### config.mk
export PLATFORM = sky130hd
export DESIGN_NAME = spi_io_skew
export DESIGN_NICKNAME = d
export VERILOG_FILES = /design/src/rtl/spi_io_skew.sv
export SDC_FILE = /design/constraint.sdc
export NUM_CORES = 1
export LEC_CHECK = 0
export BUFFER_PORTS_ARGS = -buffer_cell sky130_fd_sc_hd__buf_2
export CAP_MARGIN = 10
export CORE_MARGIN = 4
export CORE_UTILIZATION = 40
export DETAILED_ROUTE_END_ITERATION = 12
export PLACE_DENSITY = 0.69
export SLEW_MARGIN = 20
export SYNTH_ARGS = -nofsm -noshare
export SYNTH_HDL_FRONTEND = slang
export SYNTH_SLANG_ARGS = --single-unit
export TNS_END_PERCENT = 1
### constraint.sdc
create_clock -name clk -period 1.3 [get_ports clk]
set_input_delay 0.065 -clock clk [delete_from_list [all_inputs] [get_ports clk]]
set_output_delay 0.065 -clock clk [all_outputs]
set_load 0.01 [all_outputs]
### src/rtl/spi_io_skew.sv
module spi_io_skew #(
  parameter int MAX_DLY = 3,
  localparam int SW = $clog2(MAX_DLY + 1)
) (
  input  logic          clk,
  input  logic          rst_n,
  input  logic          busy_i,
  input  logic [SW-1:0] mo_dly_i,
  input  logic [SW-1:0] mi_dly_i,
  input  logic [SW-1:0] cap_sel_i,
  input  logic          mosi_i,
  input  logic          miso_i,
  input  logic          cap_early_i,
  output logic          mosi_o,
  output logic          rx_bit_o,
  output logic          rx_valid_o
);

  logic [SW-1:0]      mo_q, mi_q, cap_q;
  logic [MAX_DLY-1:0] mo_sr, mi_sr, st_sr;
  logic [MAX_DLY:0]   mo_line, mi_line, st_line;
  logic               miso_d, strobe;

  assign mo_line = {mo_sr, mosi_i};
  assign mi_line = {mi_sr, miso_i};
  assign st_line = {st_sr, cap_early_i};

  assign mosi_o = mo_line[mo_q];
  assign miso_d = mi_line[mi_q];
  assign strobe = st_line[cap_q];

  always_ff @(posedge clk or negedge rst_n) begin
    if (!rst_n) begin
      mo_q  <= '0;
      mi_q  <= '0;
      cap_q <= '0;
    end else if (!busy_i) begin
      mo_q  <= mo_dly_i;
      mi_q  <= mi_dly_i;
      cap_q <= cap_sel_i;
    end
  end

  always_ff @(posedge clk or negedge rst_n) begin
    if (!rst_n) begin
      mo_sr <= '0;
      mi_sr <= '0;
      st_sr <= '0;
    end else begin
      mo_sr <= mo_line[MAX_DLY-1:0];
      mi_sr <= mi_line[MAX_DLY-1:0];
      st_sr <= st_line[MAX_DLY-1:0];
    end
  end

  always_ff @(posedge clk or negedge rst_n) begin
    if (!rst_n) begin
      rx_bit_o   <= 1'b0;
      rx_valid_o <= 1'b0;
    end else begin
      rx_valid_o <= strobe;
      if (strobe) rx_bit_o <= miso_d;
    end
  end


  cfg_hold_chk: assert property (@(posedge clk) disable iff (!rst_n)
    busy_i |=> ($stable(mo_q) && $stable(mi_q) && $stable(cap_q)));


  cfg_load_chk: assert property (@(posedge clk) disable iff (!rst_n)
    !busy_i |=> (mo_q == $past(mo_dly_i) && mi_q == $past(mi_dly_i) && cap_q == $past(cap_sel_i)));


  mosi_pass_chk: assert property (@(posedge clk) disable iff (!rst_n)
    (mo_q == '0) |-> (mosi_o == mosi_i));


  mosi_one_chk: assert property (@(posedge clk) disable iff (!rst_n)
    (mo_q == SW'(1)) |-> (mosi_o == $past(mosi_i)));


  cap_early_chk: assert property (@(posedge clk) disable iff (!rst_n)
    (busy_i && cap_q == '0 && mi_q == '0 && cap_early_i) |=> (rx_valid_o && rx_bit_o == $past(miso_i)));


  no_spurious_chk: assert property (@(posedge clk) disable iff (!rst_n)
    (busy_i && cap_q == '0 && !cap_early_i) |=> !rx_valid_o);

endmodule

# Word-level counts from Yosys, hierarchy flattened
# Cells that the tools add are included.
[op_classes]
order_cmp = 3
muxes = 6
[ops]
columns = ["op", "n"]
rows = [
  ["2-bit by 3-bit < comparator with 1-bit output, second input constant", 3],
  ["1-bit binary-select mux with 2-bit select", 3],
  ["1-bit two-way mux", 3],
]
[word_totals]
reg_bits = 17
in_bits = 12
output_inout_bits = 3
elab_cells = 17

# Depth between registers and ports, before layout
[logic_depth]
word_depth = 2
mapped_depth = 2
ltp_nobuf = 2

# Least setup slack after synthesis
# OpenSTA, ideal clock, no wires.
[synth_path]
path_kind = "reg2reg"
start = "reg cap_q[0]"
end = "reg rx_bit_o"
setup_time_ns = 0.125
arrival_ns = 1.151
required_ns = 1.175
slack_ns = 0.024
stages_incl_launch_ff = 3
n_path_buf = 0
synth_period_minus_slack_ns = 1.276
cell_sequence = "dfrtp_1 mux4_2 mux2_4"
[synth_between]
elab_chain_cells = 2
[synth_rtl]
columns = ["item", "line", "text"]
rows = [
  ["from (decl)", "19", "logic [SW-1:0] mo_q, mi_q, cap_q;"],
  ["from (signal assigned)", "40", "cap_q <= cap_sel_i;"],
  ["1-bit binary-select mux with 2-bit select", "30", "assign strobe = st_line[cap_q];"],
  ["1-bit two-way mux (not written as such)", "30", ""],
  ["named net strobe", "22", "logic miso_d, strobe;"],
  ["to (signal assigned)", "62", "if (strobe) rx_bit_o <= miso_d;"],
  ["to (decl)", "15", "output logic rx_bit_o,"],
]
# The timed path passes the listed nets, and every way through them passes these cells. The select of a mux whose other input is x is not followed.
# A chain may end at the register's enable or synchronous reset.

# Final worst setup path
[layout_path]
start = "reg mo_q[0]"
end = "out mosi_o"
[layout_between]
elab_chain_cells = 2
[layout_rtl]
columns = ["item", "line", "text"]
rows = [
  ["from (decl)", "19", ""],
  ["from (signal assigned)", "38", "mo_q <= mo_dly_i;"],
  ["1-bit binary-select mux with 2-bit select", "28", "assign mosi_o = mo_line[mo_q];"],
  ["1-bit two-way mux (not written as such)", "28", ""],
  ["to (decl)", "14", "output logic mosi_o,"],
]
# Every way passes these cells. The select of a mux whose other input is x is not followed.

==> flow_metrics.py <==
metrics = {
    "layout": {
        "multi_input_area_sq_um": 150,
        "area_growth_pct": 31.3,
        "design_area_sq_um": 761,
        "fin_nets": 65,
        "num-fill-cells": 113,
        "mostFrequentLayoutCell": "dfrtp_1",
        "regArea_sq_um": 425,
        "layout_common_cells": "dfrtp_1, buf_2, dlygate4sd3_1",
        "layout-drive-gt1-share_pct": 51.9,
        "diodes": 0,
    },
    "power_and_ir_drop": {
        "netSwitchingFraction_pct": 23.0,
        "power.density_mw_per_mm2": 1340,
        "power_switching_mw": 0.234,
        "p_seq_share_pct": 59.1,
        "p_clk_share_pct": 27.2,
        "leakage_nw": 0.349,
        "p_comb_share_pct": 13.7,
        "intPower_mw": 0.784,
        "finalPower_mw": 1.02,
        "vdd_drop_max_uv": 697,
    },
    "routing": {
        "avgViaCountPerCell": 4.90,
        "wl_per_cell_um": 15.6,
        "drt-total-wl_mm": 1.05,
        "drc": 0,
        "firstDrtPassIters": 3,
        "ant_nets": 0,
        "num_vias": 328,
        "drtIter0Drc": 4,
    },
    "clocking": {
        "clk_pin_slew_worst_paths_ps": 100,
        "tritoncts": "done",
        "cts_buffers": 3,
        "clkLatencyLatePin_ps": 280,
        "cts_setup_buffers": 0,
        "cts.sink_count": 17,
        "cts.htree.levels": 1,
        "cts.path.max_buffers": 2,
        "cts_resized": 0,
        "cts-root-buf": "clkbuf_4",
    },
    "critical_path": {
        "worst-r2r-setup-slack_ps": -20,
        "cp.required_ps": 1240,
        "timing.rr.end": "rx_bit_o",
        "cpPeakStageDelay_ps": 490,
        "cp_top_family": "multiplexers",
        "arrival_ps": 1310,
        "path_buf_inv": 1,
        "cp-start-kind": "flop",
        "path_cells": "mux4_2, buf_2",
        "critical_path_depth": 2,
        "worst_path_max_delay_cell": "mux4_2",
        "reg2regPathDepth": 2,
        "critPathCaptureType": "output pin",
        "r2r_start": "cap_q[0]",
        "cp_max_fo": 2,
        "critical_path_class": "flop to output pin",
    },
    "floorplanning": {
        "initial_core_util_pct": 43.4,
        "dieArea_sq_mm": 0.00212,
        "die_y_um": 46.1,
        "num_rows": 13,
        "die-width_um": 46.1,
        "core_area_sq_mm": 0.00133,
        "ioPinCount": 15,
    },
    "placement": {
        "gp_congestion": 0.739,
        "placed_cell_area_sq_um": 664,
        "numPortBuffers": 14,
        "hpwl_um": 721,
    },
    "timing": {
        "maxSlewHeadroom_pct": 75.3,
        "maxSlewViolCount": 0,
        "timing.final.crit_share_pct": 106,
        "hold_viol": 0,
        "period_minus_slack_ps": 1370,
        "worst_slack_ps": -74.5,
        "whs_ps": 13.4,
        "fmax_mhz": 728,
        "setup_viol": 2,
        "finalClockSkew_ps": 6.34,
        "rsz0062_at_grt": "true",
        "tightest_slew_ps": 371,
    },
    "global_route": {
        "grt_first_pass_wirelength_mm": 1.61,
        "grt_max_degree": 18,
        "grt_pass1_vias": 342,
        "grt.total_usage_pct": 11.5,
        "grt-ovfl-total": 0,
        "antenna_found_initial": 0,
    },
    "synth": {
        "ys_types": 5,
        "synth_area_sq_um": 579,
        "avgSynthCellArea_sq_um": 20.7,
        "yosys_register_bits": 17,
        "syn_nets": 40,
        "seq_area_frac_synth_pct": 73.4,
        "syn-instance-count": 28,
        "yosys_warnings": 0,
    },
    "run_status": {
        "outcome": "complete, but fails checks",
        "violations": "setup timing",
    },
    "min_path": {
        "hp-start": "mi_dly_i[1]",
        "hold_depth": 2,
        "hp-class": "input pin to flop",
        "whs_endpoint": "mi_q[1]",
    },
    "job": {
        "maxCapViolCount": 0,
    },
}
[stage by stage]
step	util, %	worst slack [ps]	cells	TNS, ps
floorplan	-	23.9	28	0
global placement	49.8	15.5	56	0
detailed placement	49.8	-2.48	56	-2.48
CTS	55.5	-82.7	65	-98.4
global route	57.0	-130	67	-205
finish	57.0	-74.5	67	-93.4
[worst max path at each step]
stage / slack (ps) / to / from
floorplan: 20 / rx_bit_o / cap_q[0]
global placement: 20 / rx_bit_o / cap_q[0]
detailed placement: -2 / rx_bit_o / cap_q[0]
CTS: -80 / mosi_o / mo_q[0]
global route: -130 / mosi_o / mo_q[0]
finish: -70 / mosi_o / mo_q[0]
[timing repair]
| action | in CTS | in global routing |
|---|---|---|
| endpoints found under the setup margin | 2 | 2 |
| hold endpoints to repair | 21 | 2 |
| hold buffers | 5 | 2 |
[cell families (layout without fill, tap and decap cells)]
group / Yosys count / in the layout / synth area share, %
muxes: 10 / 10 / 25.9
buffers and inverters: 1 / 25 / 0.647
DFF: 17 / 17 / 73.4
[cell usage after synthesis, drive strengths merged]
cell,count,area share (%)
clkbuf,1,0.65
dfrtp,17,73
mux2,7,14
mux4,3,12
[power by group through the flow]
stage / logic, mW / clock network, mW / registers [mW]
2_1_floorplan: 0.0668 / 0 / 0.612
3_3_place_gp: 0.121 / 0 / 0.608
3_5_place_dp: 0.125 / 0 / 0.612
4_1_cts: 0.137 / 0.284 / 0.601
5_1_grt: 0.149 / 0.309 / 0.608
6_report: 0.139 / 0.277 / 0.601
[routing by layer]
metal | track usage, % | routed length [um]
met5 | 0 | 0
met4 | 6.82 | 0
met3 | 3.52 | 62
met2 | 18.4 | 541
met1 | 13.6 | 442
[layout make-up]
cell class | count | area share (%)
tap | 15 | 2.47
sequential | 17 | 55.9
clock buffer | 4 | 3.45
timing repair buffer | 21 | 18.4
multi-input combinational | 10 | 19.7
[registers in the layout (all words and copies together), names as in the netlist]
name	cells
rx_valid_o	1
cap_q	2
rx_bit_o	1
mi_q	2
st_sr	3
mo_sr	3
mi_sr	3
mo_q	2
Note: power is estimated with default switching activity, not from simulation.
